--- src/rtl/hbus_port.sv ---
module hbus_port #(
  parameter int DW         = 8,
  parameter int AW         = 3,
  parameter int CTRL_ADDR  = 4,
  parameter int IRQ_EN_BIT = 3
) (
  input  logic            clk,
  input  logic            rst_n,
  input  logic            mode_sep,
  input  logic            cs_n,
  input  logic            rd_n,
  input  logic            wr_n,
  input  logic [AW-1:0]   addr,
  input  logic [DW-1:0]   data_in,
  output logic [DW-1:0]   data_out,
  output logic            data_oe,
  input  logic            irq_src,
  output logic            irq_out,
  output logic            irq_oe,
  output logic [(1<<AW)-1:0] reg_sel,
  output logic            reg_rd,
  output logic            reg_wr
);
  localparam int NREG = 1 << AW;

  logic [DW-1:0] regs [NREG];
  logic [1:0] cs_q, rd_q, wr_q;
  logic cs_s, rd_s, wr_s;
  logic rd_act, wr_act, rd_act_q, wr_act_q, commit;
  logic [AW-1:0] hold_addr;
  logic [DW-1:0] hold_data;
  logic irq_en;

  always_ff @(posedge clk or negedge rst_n) begin
    if (!rst_n) begin
      cs_q <= 2'b11;
      rd_q <= 2'b11;
      wr_q <= 2'b11;
    end else begin
      cs_q <= {cs_q[0], cs_n};
      rd_q <= {rd_q[0], rd_n};
      wr_q <= {wr_q[0], wr_n};
    end
  end

  assign cs_s = cs_q[1];
  assign rd_s = rd_q[1];
  assign wr_s = wr_q[1];

  assign rd_act = !cs_s && (mode_sep ? !rd_s : wr_s);
  assign wr_act = !cs_s && !wr_s;
  assign commit = wr_act_q && (mode_sep ? !wr_act : cs_s);

  always_ff @(posedge clk or negedge rst_n) begin
    if (!rst_n) begin
      rd_act_q  <= 1'b0;
      wr_act_q  <= 1'b0;
      reg_rd    <= 1'b0;
      reg_wr    <= 1'b0;
      hold_addr <= '0;
      hold_data <= '0;
    end else begin
      rd_act_q <= rd_act;
      wr_act_q <= wr_act;
      reg_rd   <= rd_act && !rd_act_q;
      reg_wr   <= commit;
      if (wr_act) begin
        hold_addr <= addr;
        hold_data <= data_in;
      end
    end
  end

  always_ff @(posedge clk or negedge rst_n) begin
    if (!rst_n) begin
      for (int i = 0; i < NREG; i++) regs[i] <= '0;
    end else if (commit) begin
      regs[hold_addr] <= hold_data;
    end
  end

  assign reg_sel  = (rd_act || wr_act) ? (NREG'(1) << addr) : '0;
  assign data_out = regs[addr];
  assign data_oe  = !cs_n && (mode_sep ? (!rd_n && wr_n) : wr_n);

  assign irq_en  = regs[CTRL_ADDR][IRQ_EN_BIT];
  assign irq_out = mode_sep ? irq_src : 1'b0;
  assign irq_oe  = mode_sep ? irq_en : (irq_src && !irq_en);
endmodule


--- config.mk ---
export PLATFORM = sky130hd
export DESIGN_NAME = hbus_port
export DESIGN_NICKNAME = d
export VERILOG_FILES = /design/src/rtl/hbus_port.sv
export SDC_FILE = /design/constraint.sdc
export NUM_CORES = 1
export LEC_CHECK = 0
export BUFFER_PORTS_ARGS = -buffer_cell sky130_fd_sc_hd__buf_2
export CORE_MARGIN = 2
export CORE_UTILIZATION = 47
export CTS_CLUSTER_SIZE = 40
export DETAILED_ROUTE_END_ITERATION = 16
export PLACE_DENSITY = 0.77
export SETUP_SLACK_MARGIN = 0.1
export SLEW_MARGIN = 20
export SYNTH_ARGS = -nofsm -noshare
export SYNTH_HDL_FRONTEND = slang
export SYNTH_SLANG_ARGS = --single-unit
--- constraint.sdc ---
create_clock -name clk -period 1.7 [get_ports clk]
set_input_delay 0.17 -clock clk [delete_from_list [all_inputs] [get_ports clk]]
set_output_delay 0.17 -clock clk [all_outputs]
set_load 0.02 [all_outputs]
# --- Word level (Yosys, flattened, before mapping) ---
# Cells that the tools add are included.
classes:
  n_lt_le_gt_ge: 3
  shifts: 1
  muxes: 12
  n_bitwise: 2
  n_reduce_logical: 17
ops:
  columns: ["cell", "count"]
  rows:
  - ["64-bit bitwise mux", 1]
  - ["8-bit two-way mux", 4]
  - ["8-bit binary-select mux with 3-bit select", 1]
  - ["8-bit demux with 3-bit select", 1]
  - ["4-bit greater-or-equal comparator, second input constant", 2]
  - ["1-bit logical AND", 8]
  - ["1-bit logical NOT", 8]
  - ["3-bit NOT with 4-bit output", 2]
  - ["1-bit by 3-bit << shifter with 8-bit output, first input constant", 1]
  - ["1-bit two-way mux", 5]
  - ["4-bit by 1-bit < comparator with 1-bit output, second input constant", 1]
  - ["1-bit logical OR", 1]
word_totals:
  regBits: 85
  inputBits: 18
  out_inout_bits: 21
  word_cells: 52

# --- Depth between registers and ports, before layout ---
# Gate-level depths: netlist of the first run.
depth:
  word_depth: 6
  depth_mapped: 7
  mapped_depth_nobuf: 4

# --- Worst setup path after synthesis of the first run ---
# No wires, ideal clock.
synth_timing:
  path_type: "register to register"
  from: "register cs_q[1]"
  to: "register regs[48] (netlist name)"
  setup_time_ns: 0.125
  arrival_time_ns: 1.798
  t_required_ns: 1.575
  slack_ns: -0.223
  path_stages_with_launch: 7
  n_path_buf: 2
  synth_period_minus_slack_ns: 1.923
  cell_sequence: "dfstp_2 buf_6 o21ai_2 or2_0 buf_6 nor4b_4 mux2_2"
synth_via:
  elab_chain_len: 5
synth_rtl:
  columns: ["element", "line", "rtl"]
  rows:
  - ["start: declaration", "27", "logic [1:0] cs_q, rd_q, wr_q;"]
  - ["start signal: assignment", "40", "cs_q <= {cs_q[0], cs_n};"]
  - ["1-bit logical NOT", "51", "assign wr_act = !cs_s && !wr_s;"]
  - ["1-bit logical AND", "51", null]
  - ["1-bit logical NOT", "52", "assign commit = wr_act_q && (mode_sep ? !wr_act : cs_s);"]
  - ["1-bit two-way mux (*)", "52", null]
  - ["1-bit logical AND (*)", "52", null]
  - ["end signal: indexed assignment", "78", "regs[hold_addr] <= hold_data;"]
  - ["end: declaration", "26", "logic [DW-1:0] regs [NREG];"]
# Mark *: on every way between the ends. The rest lies on a longest branch, timed or not.
# A chain may end at the register's enable or synchronous reset.

# --- Worst setup path after layout of the first run ---
layout_timing:
  from: "register cs_q[1]"
  to: "register regs[49] (netlist name)"
# Same word-level chain as after synthesis.

==> flow_summary.toml, run 1 <==
[run_status]
status = "finished with violations"
violations = "negative setup slack"

[global_route]
antenna_found_initial = 0
grt_overflow_total = 0
grt_pass1_wl_um = 13600
grt_max_degree = 41
grt_pass1_vias = 2478
grt_use_total_pct = 20.7

[sta]
clock-skew-final_ns = 0.0122
tightest_slew_ns = 0.531
setup-tns-final_ns = -7.33
finalSetupViolations = 66
max_clock_freq_mhz = 530
layout_min_cycle_time_ns = 1.89
holdWs_ns = 0.0378
relSlewSlack_pct = 64.4
hold_viol = 0
maxSlewViolCount = 0
rsz0062_at_grt = "true"
period_share_pct = 111
finalWorstSetupSlack_ns = -0.187

[yosys]
synth_cell_types = 32
synth_area_leaders = "dfrtp_1 (52%), mux2_2 (25%), mux4_2 (8.3%), dfstp_2 (4.1%), nor4_4 (1.1%)"
synth_edf_count = 0
ys_ff_latch = 85
netlist_area_um2 = 3800
synth_area_leader_cell = "dfrtp_1"
ys_seq_area_share_pct = 56.1
syn_nets = 263
yosysWarnings = 0
synth_area_per_cell_um2 = 15.5
yosysTopAreaCellShare_pct = 52.0
synthFlopType = "dfrtp_1"
async_reset_ff_share_pct = 100
syn_inst = 245

[floorplanning]
initial_utilization_pct = 49.0
die_h_um = 94.0
core_area_um2 = 7770
ios = 39
dieWidth_um = 94.0
num_rows = 32
dieArea_um2 = 8830

[clocking]
cts_buffers = 9
clock_latency_ns = 0.35
cts_buffer_depth = 2
clkTransAtPathRegs_ns = 0.09
clock_sinks = 85
cts_root_buffer = "clkbuf_8"
h-tree-depth = 3
cts_tree = "yes"

[setup_path]
end_kind = "flop"
crit_path_frequent_cell = "buf_6"
reg2reg_from = "cs_q[1]$_DFF_PN1_"
required_ns = 1.94
path_buf_inv = 2
crit_path_start = "cs_q[1]$_DFF_PN1_"
arrival_ns = 2.12
cp_slowest_cell = "dfstp_2"
path_class = "reg -> reg"
crit_chain = "o21ai_2, or2_1, buf_6, nor4b_4, buf_6, mux2_2"
start_kind = "flop"
cpPeakStageDelay_ns = 0.58
crit_path_max_fanout = 8
path_delay_family = "flip-flops"

[cells_and_area]
diodes = 0
final_util_pct = 64.9
final_cells = 435
synthToLayoutAreaGrowth_pct = 32.6
layout-drive-gt1-share_pct = 65.5
fin_nets = 346

[drt]
drc = 0
post_drt_via_cell_ratio = 5.47
drt_iter0_drc = 87
ant_nets = 0
detail_route.wl_per_cell_um = 19.8
num_vias = 2379
routed_wl_um = 8590
first_pass_iters = 4

[power_and_ir_drop]
power_leakage_nw = 2.31
power.density_nw_per_um2 = 1370
peakVddDrop_mv = 0.686
total_power_mw = 6.90

[placement]
port_buffers = 38
gp_congestion = 0.789
hpwl_um = 5550
dp_cells = 403

[worst_hold_path]
hold_path.startpoint = "data_in[2]"
hold_path_class = "in -> reg"

[run]
drv_cap = 0
[power breakdown]
part / total [mW] / internal, mW / switching, mW / leakage, nW
logic: 2.09 / 1.41 / 0.677 / 1.14
clock network: 1.63 / 0.881 / 0.746 / 0.113
registers: 3.18 / 2.70 / 0.481 / 1.06
[cell usage after synthesis, drive strengths merged (3+ instances only)]
library cell and number:
mux2 83, o21ai 3, dfstp 6, nor2 11, dfrtp 79, nand2 8, nor3 4, mux4 14
buf 10, nor2b 3, a211oi 3, clkbuf 4, nand2b 3
[stage by stage]
| step | worst slack, ns | instance area [um2] |
|---|---|---|
| after global routing | -0.236 | 5040 |
| after CTS | -0.158 | 4950 |
| after detailed placement | -0.210 | 4410 |
| after global placement | -0.157 | 4410 |
| after floorplan | -0.223 | 3870 |
| final | -0.187 | 5040 |
[path summary, 6_finish.rpt]
check / to / slack, ns / cells after the start
max in group asynchronous: regs[63]$_DFFE_PN0P_ / 0.83 / 3
hold / removal: hold_data[2]$_DFFE_PN0P_ / 0.04 / 2
setup / recovery: regs[49]$_DFFE_PN0P_ / -0.19 / 6
min in group asynchronous: regs[33]$_DFFE_PN0P_ / 0.27 / 2
hold reg to reg: wr_q[1]$_DFF_PN1_ / 0.36 / 0
setup reg to reg: regs[49]$_DFFE_PN0P_ / -0.19 / 6
[repair_timing]
action                                  CTS  global route
buffers inserted                          8             4
endpoints found under the hold margin    23             0
pin swaps                                 3             6
gates cloned                              0             0
hold buffers                              4             0
resized for setup                        57            19
endpoints found under the setup margin   74            80
[sequential cells by signal (all words and copies together), names as in the netlist]
register / count
hold_addr: 3
cs_q: 2
wr_act_q: 1
rd_q: 2
wr_q: 2
hold_data: 8
regs: 63
reg_rd: 1
reg_wr: 1
rd_act_q: 1
irq_en: 1
[cell type report]
| type | count | area, um2 |
|---|---|---|
| Clock buffer | 10 | 138 |
| Clock inverter | 6 | 93.8 |
| Fill cell | 538 | 2720 |
| Inverter | 1 | 3.75 |
| Timing Repair Buffer | 86 | 738 |
| Sequential cell | 85 | 2130 |
| Multi-Input combinational cell | 145 | 1810 |
| Tap cell | 102 | 128 |
[per-layer routing]
metal / wire length (um) / GRT usage (%) / vias to the layer above
met5: 0 / 0 / -
met1: 3990 / 29.6 / 1251
met4: 194 / 7.49 / 0
met2: 4190 / 32.1 / 48
met3: 210 / 3.45 / 17
li1: - / - / 1063
[cells in the final DEF, fill, tap and decap left out, drive strengths merged, types with 4 or more instances in the layout]
master / synthesis / layout
clkbuf: 4 / 10
nor3: 4 / 4
nand2: 8 / 8
buf: 10 / 82
dlygate4sd3: 0 / 4
dfstp: 6 / 6
mux4: 14 / 14
dfrtp: 79 / 79
nor2: 11 / 11
mux2: 83 / 83
[cells by family after synthesis]
kind of cell           synth area share (%)
AND/OR/NAND/NOR                        6.48
flip-flops                             56.1
buffers and inverters                  2.20
multiplexers                           32.9
AO/OA/AOI/OAI                          2.34
Note: power is estimated with default switching activity, not from simulation.
==> inputs of run 2 (changes only) <==
ABC_AREA = 1   (was default)
PLACE_DENSITY = 0.74   (was 0.77)
clock period = 2.14 ns   (was 1.7 ns; I/O delays follow)
==> flow_summary.toml, run 2 <==
[clocking]
cts_buffers = 9
ctsResizeCount = 0
h-tree-depth = 3
cts_root_buffer = "clkbuf_8"
cts_buffer_depth = 2
clkTransAtPathRegs_ns = 0.09
clock_sinks = 85
clock_latency_ns = 0.37
cts_tree = "yes"

[global_route]
grt_pass1_wl_um = 18200
grt_use_total_pct = 23.7
grt_pass1_vias = 3679
grt_max_degree = 52
antenna_found_initial = 0
grt_overflow_total = 0

[sta]
maxSlewViolCount = 0
clock-skew-final_ns = 0.0108
relSlewSlack_pct = 60.3
finalSetupViolations = 0
rsz0062_at_grt = "false"
hold_viol = 0
finalWorstSetupSlack_ns = 0.264
period_share_pct = 87.7
setup-tns-final_ns = 0
tightest_slew_ns = 0.594
layout_min_cycle_time_ns = 1.88
max_clock_freq_mhz = 533

[floorplanning]
dieWidth_um = 99.5
ios = 39
core_area_um2 = 8760
initial_utilization_pct = 48.9
num_rows = 34
dieArea_um2 = 9900
die_h_um = 99.5

[cells_and_area]
layout_commonest_cell = "nand2_1"
seq_area_um2 = 2130
fillCellCount = 845
layout-drive-gt1-share_pct = 14.7
diodes = 0
final_util_pct = 54.6
final_cell_mix = "nand2_1 (337), dfrtp_1 (79), nand3_1 (64)"
fin_nets = 613
largest_reg_flops = 63
reg_top3 = "regs: 63 flops, hold_data: 8 flops, hold_addr: 3 flops"
top_register = "regs"
synthToLayoutAreaGrowth_pct = 11.6
multi_input_area_um2 = 1930

[drt]
ant_nets = 0
routed_wl_um = 10800
post_drt_via_cell_ratio = 5.32
detail_route.wl_per_cell_um = 15.3
drc = 0
drt_iter0_drc = 361
first_pass_iters = 5
num_vias = 3765

[run_status]
status = "finished clean"

[power_and_ir_drop]
p_sw_share_pct = 34.4
power_leakage_nw = 2.64
peakVddDrop_mv = 0.436
internal_power_mw = 3.10
p_clk_share_pct = 27.8
combPwrFrac_pct = 22.5
seqPwrFrac_pct = 49.7
power_switching_mw = 1.62
power.density_nw_per_um2 = 988

[yosys]
yosysTopAreaCellShare_pct = 46.1
synthFlopType = "dfrtp_1"
synth_common_cells = "nand2_1 (337), dfrtp_1 (79), nand3_1 (64), buf_2 (13), nor2_1 (11)"
ys_seq_area_share_pct = 49.8
synth_area_leader_cell = "dfrtp_1"
syn_nets = 585
syn_inst = 567
yosysWarnings = 0
synth_cell_types = 19
synth_edf_count = 0
ys_ff_latch = 85
synth_area_leaders = "dfrtp_1 (46%), nand2_1 (30%), nand3_1 (7.5%), dfstp_2 (3.7%), nand3_4 (3.3%)"
yosysMostFrequentCell = "nand2_1"
async_reset_ff_share_pct = 100
netlist_area_um2 = 4290
synth_area_per_cell_um2 = 7.56

[setup_path]
crit_path_max_fanout = 5
required_ns = 1.93
path_class = "reg -> out"
start_kind = "flop"
end_kind = "primary output"
arrival_ns = 1.66

[placement]
pre_cts_ws_ns = 0.528
hpwl_um = 7230
gp_congestion = 0.853
port_buffers = 38

[worst_hold_path]
hold_path_class = "in -> reg"

[run]
drv_cap = 0
## run 2: cell count changes after synthesis, sizes merged, moves of 3 or more
cell	before	now
inv	1	10
nand2b	3	0
a211oi	3	0
mux2	83	0
clkbuf	4	10
buf	10	20
nand2	8	337
mux4	14	0
a21oi	1	4
nor3	4	0
nand3	0	72
nor2b	3	0
nor2	11	23
## run 2: area by class of cell
type | count | area share (%)
multi-input cells | 440 | 40.3
flip-flops and latches | 85 | 44.6
clock buffers | 10 | 2.88
repair buffers | 47 | 6.43
well taps | 108 | 2.82
inverters | 12 | 1.05
clock inverters | 6 | 1.96
## run 2: final timing paths
path | from | endpoint | slack (ns) | cells after the start
setup / recovery | cs_q[1]$_DFF_PN1_ | reg_sel[3] | 0.26 | 4
hold / removal | data_in[4] | hold_data[4]$_DFFE_PN0P_ | 0.04 | 3
setup reg to reg | wr_q[1]$_DFF_PN1_ | regs[49]$_DFFE_PN0P_ | 0.52 | 5
hold reg to reg | wr_q[0]$_DFF_PN1_ | wr_q[1]$_DFF_PN1_ | 0.36 | 0
max in group asynchronous | rst_n | hold_addr[0]$_DFFE_PN0P_ | 1.18 | 3
min in group asynchronous | rst_n | reg_rd$_DFF_PN0_ | 0.33 | 2
## run 2: critical path: stages, from the launching register on
cell and delay (ns):
dfstp_2 0.41, a31oi_1 0.37, nand2_1 0.20, nor2_1 0.14, buf_2 0.18
## run 2: metrics by stage
stage / instance area [um2] / hold WS (ns) / instances / power [mW]
floorplan: 4290 / -0.0816 / 567 / 3.06
global placement: 4510 / 0.197 / 688 / 3.37
detailed placement: 4510 / 0.200 / 688 / 3.42
CTS: 4790 / 0.0323 / 708 / 4.73
global route: 4790 / 0.0339 / 708 / 5.03
finish: 4790 / 0.0368 / 708 / 4.73
## run 2: routing by layer
metal | GRT usage [%] | routed length, um
met4 | 10.3 | 312
met2 | 35.6 | 4940
met5 | 0 | 0
met1 | 33.7 | 4860
met3 | 4.22 | 695
## run 2: logic make-up (layout without fill, tap and decap cells)
family / after synthesis / in the layout / synth area share (%)
AOI/OAI and AO/OA: 8 / 8 / 0.963
buffers and inverters: 42 / 75 / 5.40
DFF: 85 / 85 / 49.8
and+or+nand+nor: 432 / 432 / 43.9
## run 2: what timing repair did
action | 4_1_cts | 5_1_grt
endpoints found under the hold margin | 31 | 0
setup buffers | 0 | 0
hold buffers | 4 | 0
## run 2: power groups by stage
stage	registers [mW]	logic (mW)	clock network (mW)
final	2.35	1.07	1.31
after global routing	2.39	1.24	1.39
after CTS	2.33	1.07	1.33
after detailed placement	2.36	1.06	0
after global placement	2.35	1.03	0
after floorplan	2.22	0.845	0
==> inputs of run 3 (changes only) <==
REMOVE_ABC_BUFFERS = 1   (was default)
==> flow_summary.toml, run 3 (synthesis gave the netlist of run 2 again) <==
[clocking]
clkTransAtPathRegs_ns = 0.09
cts_buffer_depth = 2
h-tree-depth = 3
cts_buffers = 9
ctsResizeCount = 0
clock_sinks = 85
postCtsSetupRepairBufs = 0
cts_tree = "yes"
clock_latency_ns = 0.36
cts_root_buffer = "clkbuf_8"

[sta]
rsz0062_at_grt = "false"
clock-skew-final_ns = 0.00905
setup-tns-final_ns = 0
tightest_slew_ns = 0.668
hold_viol = 0
layout_min_cycle_time_ns = 1.62
max_clock_freq_mhz = 617
maxSlewViolCount = 0
finalSetupViolations = 0
relSlewSlack_pct = 55.5
period_share_pct = 75.7

[worst_hold_path]
hold-path-endpoint = "hold_data[7]$_DFFE_PN0P_"
hold_path.startpoint = "data_in[7]"
hold_path_class = "in -> reg"
whs_path_depth = 3

[floorplanning]
core_area_um2 = 8760
num_rows = 34
ios = 39
die_h_um = 99.5
dieWidth_um = 99.5
initial_utilization_pct = 48.9
dieArea_um2 = 9900

[drt]
ant_nets = 0
drc = 0
routed_wl_um = 10800
first_pass_iters = 5
drt_iter0_drc = 289
post_drt_via_cell_ratio = 5.27
detail_route.wl_per_cell_um = 15.2
num_vias = 3745

[cells_and_area]
fillCellCount = 864
diodes = 0
final_area_um2 = 4780
fin_nets = 615
largest_reg_flops = 63
layout-drive-gt1-share_pct = 15.0
reg_top3 = "regs: 63 flops, hold_data: 8 flops, hold_addr: 3 flops"
synthToLayoutAreaGrowth_pct = 11.5
seq_area_um2 = 2130
layout_commonest_cell = "nand2_1"
multi_input_area_um2 = 1930
final_cell_mix = "nand2_1 (337), dfrtp_1 (79), nand3_1 (64)"
top_register = "regs"

[setup_path]
ff2ff_path_depth = 6
start_kind = "flop"
r2r-end = "regs[29]$_DFFE_PN0P_"
required_ns = 1.93
path_class = "reg -> out"
cpPeakStageDelay_ns = 0.58
rrSetupSlack_ns = 0.58
reg2reg_from = "hold_addr[1]$_DFFE_PN0P_"
end_kind = "primary output"
crit_path_max_fanout = 4
cp_slowest_cell = "dfstp_2"
crit_chain = "a31oi_1, nand2_1, nor2_1, buf_2"
arrival_ns = 1.41

[global_route]
met2_usage_pct = 37.5
grt_pass1_wl_um = 17800
grt_use_total_pct = 23.3
antenna_found_initial = 0
met3_usage_pct = 3.09
grt_max_degree = 66
grtUsageMet1_pct = 31.3
grt_pass1_vias = 3632
grt.busiest_layer = "met2"
grt_overflow_total = 0

[run]
drv_cap = 0

[placement]
hpwl_um = 6970
gp_congestion = 0.786
dpl_cell_area_um2 = 4520
port_buffers = 38

[power_and_ir_drop]
power_leakage_nw = 2.65
peakVddDrop_mv = 0.559
seqPwrFrac_pct = 49.8
p_clk_share_pct = 27.4
power.density_nw_per_um2 = 975
p_sw_share_pct = 33.7
internal_power_mw = 3.09
combPwrFrac_pct = 22.8
power_switching_mw = 1.57

[run_status]
status = "finished clean"
run 3: how the worst max path moves through the flow:
stage,to,from,cells past startpoint
6_report,reg_sel[1],wr_q[1]$_DFF_PN1_,4
5_1_grt,reg_sel[4],cs_q[1]$_DFF_PN1_,4
4_1_cts,reg_sel[5],wr_q[1]$_DFF_PN1_,4
3_5_place_dp,regs[30]$_DFFE_PN0P_,hold_addr[1]$_DFFE_PN0P_,6
3_3_place_gp,data_out[3],addr[0],10
2_1_floorplan,irq_en$_DFFE_PN0P_,wr_q[1]$_DFF_PN1_,4
run 3: worst max-delay path: cells and delay by family, from the launching register on:
kind	cells	cell delay, ns
compound gates	1	0.12
simple gates	2	0.19
flops	1	0.58
buf+inv	1	0.16
run 3: what timing repair did:
item,CTS,global route
hold buffers,4,0
hold endpoints to repair,47,0
setup endpoints to repair,0,0
run 3: cell type report:
cell class	count	share of cell area, %
Timing Repair Buffer	49	6.49
Tap cell	108	2.83
Clock inverter	6	1.81
Inverter	12	1.05
Sequential cell	85	44.6
Clock buffer	10	2.88
Multi-Input combinational cell	440	40.3
run 3: power by group through the flow:
stage	Sequential, mW	Clock [mW]	Combinational, mW
after detailed placement	2.34	0	1.06
final	2.32	1.28	1.06
after global placement	2.32	0	1.03
after CTS	2.31	1.30	1.07
after global routing	2.37	1.36	1.24
after floorplan	2.25	0	0.760
run 3: routing by layer:
layer  part of all wire, %  vias to the layer above
met2                    49                      136
met3                   6.3                       24
met5                     0                        -
met1                    42                     1762
met4                   3.0                        0
li1                      -                     1823
run 3: stage by stage:
step                      util (%)  cells  hold WS [ns]  power (mW)  setup WS (ns)
after global placement        51.5    690         0.285        3.35          0.617
final                         54.6    710        0.0554        4.66          0.520
after global routing          54.6    710        0.0437        4.97          0.376
after CTS                     54.6    710        0.0475        4.68          0.510
after floorplan                  -    537       -0.0816        3.01        0.00748
after detailed placement      51.5    690         0.294        3.40          0.594
